[src/rtl/ddr_dll_cmd_gate.sv]
module ddr_dll_cmd_gate #(
  parameter int ADDR_W      = 13,
  parameter int CNT_W       = 8,
  parameter int RD_WAIT     = 200,
  parameter int EMR_NR_WAIT = 2,
  parameter int SRX_NR_WAIT = 10
) (
  input  logic              clk,
  input  logic              rst,
  input  logic              req_rd,
  input  logic              req_nrd,
  input  logic              req_emr,
  input  logic              req_sre,
  input  logic              req_srx,
  input  logic              banks_idle,
  input  logic [1:0]        req_ba,
  input  logic [ADDR_W-1:0] req_addr,
  input  logic              cfg_dll_off,
  input  logic              cfg_drive_weak,
  input  logic              cfg_qfc_en,
  output logic              gnt_rd,
  output logic              gnt_nrd,
  output logic              gnt_emr,
  output logic              gnt_sre,
  output logic              gnt_srx,
  output logic              cmd_valid,
  output logic [2:0]        cmd_code,
  output logic [1:0]        cmd_ba,
  output logic [ADDR_W-1:0] cmd_addr,
  output logic              rd_ready,
  output logic              nrd_ready,
  output logic              busy
);

  localparam logic [CNT_W-1:0] RD_LOAD  = CNT_W'(RD_WAIT - 1);
  localparam logic [CNT_W-1:0] EMR_LOAD = CNT_W'(EMR_NR_WAIT - 1);
  localparam logic [CNT_W-1:0] SRX_LOAD = CNT_W'(SRX_NR_WAIT - 1);
  localparam logic [2:0] C_RD = 3'd1, C_NRD = 3'd2, C_EMR = 3'd3,
                         C_SRE = 3'd4, C_SRX = 3'd5;

  logic [CNT_W-1:0]  rd_cnt, nrd_cnt, rd_dec, nrd_dec;
  logic              dll_on, in_sr;
  logic [ADDR_W-1:0] emr_word;

  assign rd_dec  = (rd_cnt  == '0) ? '0 : rd_cnt  - 1'b1;
  assign nrd_dec = (nrd_cnt == '0) ? '0 : nrd_cnt - 1'b1;

  assign nrd_ready = !in_sr && (nrd_cnt == '0);
  assign rd_ready  = !in_sr && dll_on && (rd_cnt == '0);
  assign busy      = in_sr || (rd_cnt != '0) || (nrd_cnt != '0);

  assign gnt_srx = in_sr && req_srx;
  assign gnt_emr = req_emr && nrd_ready && banks_idle;
  assign gnt_sre = req_sre && nrd_ready && banks_idle && !gnt_emr;
  assign gnt_nrd = req_nrd && nrd_ready && !gnt_emr && !gnt_sre;
  assign gnt_rd  = req_rd && rd_ready && !gnt_emr && !gnt_sre && !gnt_nrd;

  always_comb begin
    emr_word    = '0;
    emr_word[0] = cfg_dll_off;
    emr_word[1] = cfg_drive_weak;
    emr_word[2] = cfg_qfc_en;
  end

  always_ff @(posedge clk) begin
    if (rst) begin
      rd_cnt  <= '0;
      nrd_cnt <= '0;
      dll_on  <= 1'b0;
      in_sr   <= 1'b0;
    end else if (gnt_srx) begin
      in_sr   <= 1'b0;
      rd_cnt  <= RD_LOAD;
      nrd_cnt <= SRX_LOAD;
    end else if (gnt_emr) begin
      dll_on  <= !cfg_dll_off;
      nrd_cnt <= EMR_LOAD;
      rd_cnt  <= cfg_dll_off ? rd_dec : RD_LOAD;
    end else begin
      if (gnt_sre) in_sr <= 1'b1;
      rd_cnt  <= rd_dec;
      nrd_cnt <= nrd_dec;
    end
  end

  always_ff @(posedge clk) begin
    if (rst) begin
      cmd_valid <= 1'b0;
      cmd_code  <= '0;
      cmd_ba    <= '0;
      cmd_addr  <= '0;
    end else begin
      cmd_valid <= gnt_rd | gnt_nrd | gnt_emr | gnt_sre | gnt_srx;
      cmd_code  <= '0;
      cmd_ba    <= '0;
      cmd_addr  <= '0;
      if (gnt_srx) cmd_code <= C_SRX;
      else if (gnt_emr) begin
        cmd_code <= C_EMR;
        cmd_ba   <= 2'b01;
        cmd_addr <= emr_word;
      end else if (gnt_sre) cmd_code <= C_SRE;
      else if (gnt_nrd) begin
        cmd_code <= C_NRD;
        cmd_ba   <= req_ba;
        cmd_addr <= req_addr;
      end else if (gnt_rd) begin
        cmd_code <= C_RD;
        cmd_ba   <= req_ba;
        cmd_addr <= req_addr;
      end
    end
  end

endmodule


[config.mk]
export PLATFORM = sky130hd
export DESIGN_NAME = ddr_dll_cmd_gate
export DESIGN_NICKNAME = d
export VERILOG_FILES = /design/src/rtl/ddr_dll_cmd_gate.sv
export SDC_FILE = /design/constraint.sdc
export NUM_CORES = 1
export LEC_CHECK = 0
export BUFFER_PORTS_ARGS = -buffer_cell sky130_fd_sc_hd__buf_2
export CAP_MARGIN = 15
export CORE_UTILIZATION = 52
export DETAILED_ROUTE_END_ITERATION = 10
export PLACE_DENSITY = 0.83
export SLEW_MARGIN = 20
export SYNTH_ARGS = -nofsm -noshare
export SYNTH_HDL_FRONTEND = slang
export SYNTH_SLANG_ARGS = --single-unit
[constraint.sdc]
create_clock -name clk -period 3.8 [get_ports clk]
set_clock_uncertainty 0.2 [all_clocks]
set_input_delay 0.76 -clock clk [delete_from_list [all_inputs] [get_ports clk]]
set_output_delay 0.76 -clock clk [all_outputs]
set_load 0.005 [all_outputs]
Word-level counts from Yosys, hierarchy flattened
Cells that the tools add are included.
{"block": "op_classes", "eq_ne": 0, "magnitude_cmp": 0, "n_div": 0, "n_mul": 0, "n_bitwise": 6, "reduce_logical": 32, "mux": 20, "shifts": 0, "addsub": 2}
{"cell": "two-way mux 8 bit", "n": 4}
{"cell": "two-way mux 13 bit", "n": 2}
{"cell": "logical AND 1 bit", "n": 16}
{"cell": "zero test 8 bit", "n": 2}
{"cell": "nonzero test 8 bit", "n": 2}
{"cell": "subtractor 8 x 1 -> 8 bit, second input constant", "n": 2}
{"cell": "two-way mux 3 bit", "n": 5}
{"cell": "two-way mux 4 bit", "n": 3}
{"cell": "OR reduction 4 bit", "n": 2}
{"cell": "two-way mux 2 bit", "n": 3}
{"cell": "zero test 1 bit", "n": 5}
{"cell": "OR 1 bit", "n": 4}
{"cell": "AND reduction 2 bit", "n": 2}
{"cell": "two-way mux 1 bit", "n": 3}
{"cell": "logical OR 1 bit", "n": 2}
{"cell": "NOT 1 bit", "n": 2}
{"cell": "OR reduction 2 bit", "n": 1}
{"block": "word_totals", "memories": 0, "input_bits": 26, "wordCells": 73, "latch_bits": 0, "ramBits": 0, "output_inout_bits": 27, "rom_bits": 0, "register_bits": 37}

Depth between registers and ports, before layout
Gate-level depths: netlist (run 1).
{"block": "logic_depth", "word_depth": 15, "mapped_depth": 8, "ltp_nobuf": 7}

Worst setup path after synthesis (run 1)
No wires, ideal clock.
{"block": "synth_path", "kind": "reg2out", "from": "reg nrd_cnt[0]", "to": "out gnt_emr", "path_stages_with_launch": 7, "path_buffers": 1, "required_time_ns": 2.840, "arrival_time_ns": 1.556, "path_slack_ns": 1.284, "cell_sequence": "dfxtp_1 -> inv_1 -> ha_1 -> or4b_4 -> or3_1 -> buf_6 -> inv_2"}
{"block": "synth_via", "elab_chain_cells": 4}
{"item": "start, declared", "line_no": "41", "rtl": "logic [CNT_W-1:0] rd_cnt, nrd_cnt, rd_dec, nrd_dec;"}
{"item": "start signal, assigned", "line_no": "82", "rtl": "nrd_cnt <= nrd_dec;"}
{"item": "zero test 8 bit", "line_no": "48", "rtl": "assign nrd_ready = !in_sr && (nrd_cnt == '0);"}
{"item": "logical AND 1 bit", "line_no": "48"}
{"item": "logical AND 1 bit (2 in a row)", "line_no": "53", "rtl": "assign gnt_emr = req_emr && nrd_ready && banks_idle;"}
{"item": "end, declared", "line_no": "23", "rtl": "output logic gnt_emr,"}
Every way passes these cells.

Final worst setup path (run 1)
Same ends and word-level chain as after synthesis.

==> results of run 1 <==
-- metal layers --
metal	wire [microns]	track usage [%]	share of wire, %	up-vias
met2	1400	32.4	47	43
met4	36	5.36	1.2	0
li1	-	-	-	654
met3	170	5.58	5.8	5
met1	1340	25.4	46	599
met5	0	0	0	-
-- Yosys cell counts (all sizes together), types with 3 or more instances --
cell type,number
a21oi,8
a22o,3
a31oi,3
and2,12
dfxtp,37
ha,3
inv,10
nand2,16
nor2,17
nor3,3
o21a,4
xnor2,4
xor2,3
-- power by group through the flow --
stage | Combinational [mW] | Clock [mW] | Sequential, mW
final | 0.527 | 0.200 | 0.545
after detailed placement | 0.525 | 0 | 0.552
after global routing | 0.598 | 0.220 | 0.556
after CTS | 0.529 | 0.206 | 0.543
after floorplan | 0.403 | 0 | 0.540
after global placement | 0.508 | 0 | 0.545
-- worst max-delay path, delay by kind of cell (launching register included) --
kind | cells | cell delay, ns
fa+ha+maj | 1 | 0.16
buf+inv | 3 | 0.34
flops | 1 | 0.32
simple gates | 2 | 1.00
-- registers in the layout, summed over array words and instances, names as in the netlist --
signal     count
rd_cnt         8
dll_on         1
cmd_ba         2
nrd_cnt        8
cmd_code       3
in_sr          1
cmd_addr      13
cmd_valid      1
-- final timing paths --
| kind | start | endpoint | depth (start not counted) |
|---|---|---|---|
| hold reg to reg | rd_cnt[3] | rd_cnt[3] | 2 |
| setup / recovery | nrd_cnt[0] | gnt_emr | 6 |
| hold / removal | rd_cnt[3] | rd_cnt[3] | 2 |
| setup reg to reg | rd_cnt[0] | cmd_addr[0] | 6 |
-- area by class of cell --
cell class / count / area (sq um)
Tap cell: 31 / 38.8
Multi-Input combinational cell: 108 / 706
Clock buffer: 7 / 55.1
Sequential cell: 37 / 741
Fill cell: 215 / 920
Timing Repair Buffer: 52 / 260
Inverter: 10 / 37.5
-- stage by stage --
stage	hold slack, ns	instance area (sq um)
final	0.331	1840
after global routing	0.374	1840
after CTS	0.326	1840
after detailed placement	0.311	1780
after global placement	0.291	1780
after floorplan	0.278	1500
-- kinds of logic after synthesis --
family	Yosys count	synth area share, %
fa+ha+maj	3	2.50
xor+xnor	7	4.08
simple gates	68	25.3
flops	37	49.3
compound gates	29	14.4
mux	1	0.666
buf+inv	13	3.75
-- cells in the final DEF, fill, tap and decap left out, types with 4 or more instances in the layout --
cell,netlist,routed
a21oi_1,8,8
and2_1,12,12
buf_2,0,52
clkbuf_4,0,5
dfxtp_1,37,37
inv_1,9,9
nand2_1,16,16
nor2_1,16,16
o21a_1,4,4
xnor2_1,4,4
==> summary.md, run 1 <==
| Metric | Value |
|---|---|
| Status | `complete, no violations` |
| DRC Markers | `0` |
| Flop2flop setup slack | `1.48 ns` |
| Average cell area after synthesis | `9.51 sq um` |
| Final Hold Fails | `0` |
| CTS tree | `yes` |
| Net Count, Synth | `187` |
| Placed cells | `238` |
| Cts hold-fix bufs | `0` |
| I/O Pins | `53` |
| Top FF cell, synth | `dfxtp_1` |
| Library cells used by synthesis | `43` |
| Synthesized instance count | `158` |
| Post-CTS Setup Inserts | `0` |
| Fin util | `66.7%` |
| CTS root buffer | `clkbuf_4` |
| Synth top area cells | `dfxtp_1, and2_1, nand2_1` |
| EDFF count, synth | `0` |
| Post-Syn Area | `0.00150 sq mm` |
| CP endpoint kind | `output port` |
| Sw frac | `36.2%` |
| Skew-Pair Late Insertion Delay | `0.33 ns` |
| Worst relative slew slack | `51.6%` |
| Tot Pwr | `1.27 mW` |
| Global-route wire length before repair | `4.85 mm` |
| FMAX | `325 MHz` |
| Post-synth top area share | `49.3%` |
| Clock Power Share | `15.8%` |
| Crit share post-route | `81.1%` |
| WP data required | `2.84 ns` |
| PortBufs | `52` |
| Switching pwr | `0.461 mW` |
| Worst-margin pin slew | `0.726 ns` |
| Post-synth top area cell | `dfxtp_1` |
| Die Wd | `55.8 microns` |
| Post-CTS sizing | `0` |
| Die ar. | `0.00311 sq mm` |
| GR Overflow Total | `0` |
| WP data arrival | `2.12 ns` |
| Flop pwr share | `42.9%` |
| Core area | `0.00276 sq mm` |
| RD Place Congestion | `0.823` |
| Syn. warnings | `0` |
| Share of layout cells above drive strength 1 | `31.8%` |
| Max_cap viols | `0` |
| Vias | `1301` |
| Number of clock buffers inserted by TritonCTS | `5` |
| Asr flop ratio synth | `0%` |
| RSZ-0062 raised after global routing | `no` |
| Total Routing Usage GR | `19.7%` |
| Leakage | `0.906 nW` |
| HPWL after DPL | `2.30 mm` |
| Setup WS post-layout | `0.720 ns` |
| Row cnt | `19` |
| 1st-pass router iterations | `4` |
| Slowest cell on the critical path | `or3_1` |
| Placement Setup Slack | `1.07 ns` |
| Max Transition Viols Final | `0` |
| Number of global-route vias before repair | `1124` |
| Layout Area Growth over Synthesis | `22.3%` |
| Worst setup path class | `reg -> out` |
| Critical Path Start Type | `register` |
| Nets | `243` |
| CTS Sinks | `37` |
| Internal | `0.811 mW` |
| Initial antenna violation count | `0` |
| CP max stage delay | `0.53 ns` |
| Clock Tree Buf Depth | `2` |
| Minimum clock period | `3.08 ns` |
| Critical Path, Cell by Cell | `inv_1 > ha_1 > or4b_4 > or3_1 > inv_2 > buf_2` |
| Final wirelength | `2.94 mm` |
| Maximum VDD drop | `0.537 mV` |
| Power share of the combinational group | `41.4%` |
| Post-DRT Antenna Nets | `0` |
| Min-Delay Path Class | `reg -> reg` |
| H-tree depth | `2` |
| CP max FO | `7` |
| Sequential fraction of the synthesis area | `49.3%` |
| Starting Density | `54.5%` |
| Fin cells | `245` |
| TNS Setup | `0 ns` |
| Worst-path clk slew | `0.09 ns` |
| Yosys reg bits | `37` |
| Initial DRC count | `35` |
| Die Ht | `55.8 microns` |
| Largest net degree at the start of global routing | `15` |
| Final setup fails | `0` |
| Drt wl/cell | `12.0 microns` |
| Drt via density | `5.31` |
| Antenna diodes | `0` |
| PwrDens | `692 mW/mm^2` |
(Power assumes the default switching activity.)
==> inputs of run 2 (changes only) <==
Settings changed: CORE_UTILIZATION 52 to 44, PLACE_DENSITY 0.83 to 0.75.
Clock period 3.8 ns to 2.55 ns, I/O delays scaled along.
==> summary.md, run 2 (synthesis gave the netlist of run 1 again) <==
| Metric | Value |
|---|---|
| Maximum VDD drop | `0.627 mV` |
| Multi-input gate area | `751 sq um` |
| Largest registers | `cmd_addr x13, nrd_cnt x8, rd_cnt x8` |
| Flop2flop setup slack | `0.40 ns` |
| RSZ-0062 raised after global routing | `yes` |
| Reg area | `743 sq um` |
| Final setup fails | `1` |
| H-tree depth | `2` |
| Antenna diodes | `0` |
| Drt wl/cell | `13.3 microns` |
| Max reg flops | `13` |
| Layout Area Growth over Synthesis | `33.9%` |
| Global-route wire length before repair | `5.30 mm` |
| Leakage | `0.972 nW` |
| Critical Path Start Type | `register` |
| WHS Path Cells | `2` |
| WP data arrival | `1.89 ns` |
| Final wirelength | `3.56 mm` |
| DRC Markers | `0` |
| I/O Pins | `53` |
| Nets | `252` |
| Vias | `1355` |
| CTS root buffer | `clkbuf_4` |
| CP max FO | `2` |
| FMAX | `384 MHz` |
| Fill cell count | `265` |
| Die Ht | `60.4 microns` |
| WP data required | `1.84 ns` |
| Final Hold Fails | `0` |
| Setup WS post-layout | `-0.0520 ns` |
| Clock Tree Buf Depth | `2` |
| CP endpoint kind | `output port` |
| Starting Density | `47.7%` |
| Most common cell after layout, fill and taps aside | `buf_2` |
| Largest net degree at the start of global routing | `15` |
| GR Overflow Total | `0` |
| CTS Sinks | `37` |
| 1st-pass router iterations | `4` |
| Row cnt | `20` |
| Min-Delay Path Class | `in -> reg` |
| Fin util | `63.8%` |
| Placed cells | `254` |
| HPWL after DPL | `2.55 mm` |
| Total Routing Usage GR | `19.8%` |
| Core area | `0.00315 sq mm` |
| Failing checks | `setup timing` |
| Fin cells | `268` |
| R2R Path End | `rd_cnt[4]` |
| Status | `finished with violations` |
| Commonest cells after routing, fill and taps aside | `buf_2, dfxtp_1, nor2_1` |
| CTS tree | `yes` |
| Critical R2R Launch | `nrd_cnt[1]` |
| TNS Setup | `-0.0520 ns` |
| Worst relative slew slack | `66.1%` |
| Share of layout cells above drive strength 1 | `40.2%` |
| Die Wd | `60.4 microns` |
| R2r worst-path depth | `7` |
| Drt via density | `5.06` |
| Crit share post-route | `102%` |
| Min-delay src | `req_addr[10]` |
| Worst-path clk slew | `0.12 ns` |
| Post-DRT Antenna Nets | `0` |
| PortBufs | `52` |
| Worst setup path class | `reg -> out` |
| Initial antenna violation count | `0` |
| RD Place Congestion | `0.833` |
| Number of clock buffers inserted by TritonCTS | `5` |
| Number of global-route vias before repair | `1214` |
| Initial DRC count | `89` |
| Hold endpoint | `cmd_addr[10]` |
| Max Transition Viols Final | `0` |
| Worst-margin pin slew | `0.505 ns` |
| Minimum clock period | `2.60 ns` |
| Largest Register | `cmd_addr` |
| PwrDens | `1090 mW/mm^2` |
| Max_cap viols | `0` |
| Skew-Pair Late Insertion Delay | `0.35 ns` |
| Die ar. | `0.00365 sq mm` |
-- run 2: cell types whose count changed in the layout (fill, tap and decap cells not counted), moves of 2 or more --
cell,change
buf_4,+9
inv_1,-2
dfxtp_2,+2
dfxtp_1,-2
ha_1,-2
-- run 2: how the worst max path moves through the flow --
| stage | start | endpoint | slack (ns) | depth (start not counted) |
|---|---|---|---|---|
| finish | nrd_cnt[1] | gnt_emr | -0.05 | 6 |
| global route | nrd_cnt[1] | gnt_emr | -0.10 | 6 |
| floorplan | nrd_cnt[0] | gnt_emr | 0.28 | 6 |
| detailed placement | nrd_cnt[0] | gnt_emr | 0.20 | 6 |
| CTS | nrd_cnt[1] | gnt_emr | -0.04 | 6 |
| global placement | nrd_cnt[0] | gnt_emr | 0.24 | 6 |
-- run 2: repair_timing --
action / CTS / global route
setup buffers: 5 / 1
setup endpoints to repair: 4 / 6
pin swaps: 2 / 0
hold buffers: 0 / 0
gates resized for setup: 13 / 2
endpoints found under the hold margin: 0 / 0
-- run 2: critical path: stages, from the launching register on --
cell,delay (ns)
dfxtp_2,0.34
inv_2,0.08
ha_4,0.13
or4b_4,0.46
or3_4,0.40
inv_4,0.06
buf_6,0.08
-- run 2: where the power goes --
| part | switching, mW | total, mW | internal [mW] |
|---|---|---|---|
| logic | 0.472 | 0.933 | 0.462 |
| clock network | 0.198 | 0.431 | 0.233 |
| registers | 0.114 | 0.825 | 0.711 |
| total | 0.783 | 2.19 | 1.41 |
-- run 2: area by class of cell --
cell class	count	share of cell area, %
clock buffer	6	2.55
clock inverter	2	1.87
inverter	10	1.99
multi-input combinational	108	37.3
sequential	37	36.9
tap	44	2.74
timing repair buffer	61	16.6
-- run 2: metal layers --
| layer | vias to the layer above | GRT usage (%) | part of all wire (%) |
|---|---|---|---|
| met1 | 605 | 25.8 | 46 |
| met2 | 67 | 32.5 | 46 |
| met5 | - | 0 | 0 |
| met3 | 8 | 3.84 | 6.1 |
| li1 | 675 | - | - |
| met4 | 0 | 7.79 | 1.2 |
-- run 2: stage by stage --
step / instance area (sq um) / setup slack [ns] / total power, mW / hold WS [ns]
final: 2010 / -0.0520 / 2.19 / 0.151
after global routing: 2010 / -0.103 / 2.32 / 0.152
after CTS: 2000 / -0.0407 / 2.17 / 0.153
after detailed placement: 1820 / 0.197 / 1.62 / 0.312
after global placement: 1820 / 0.244 / 1.60 / 0.304
after floorplan: 1500 / 0.284 / 1.41 / 0.278
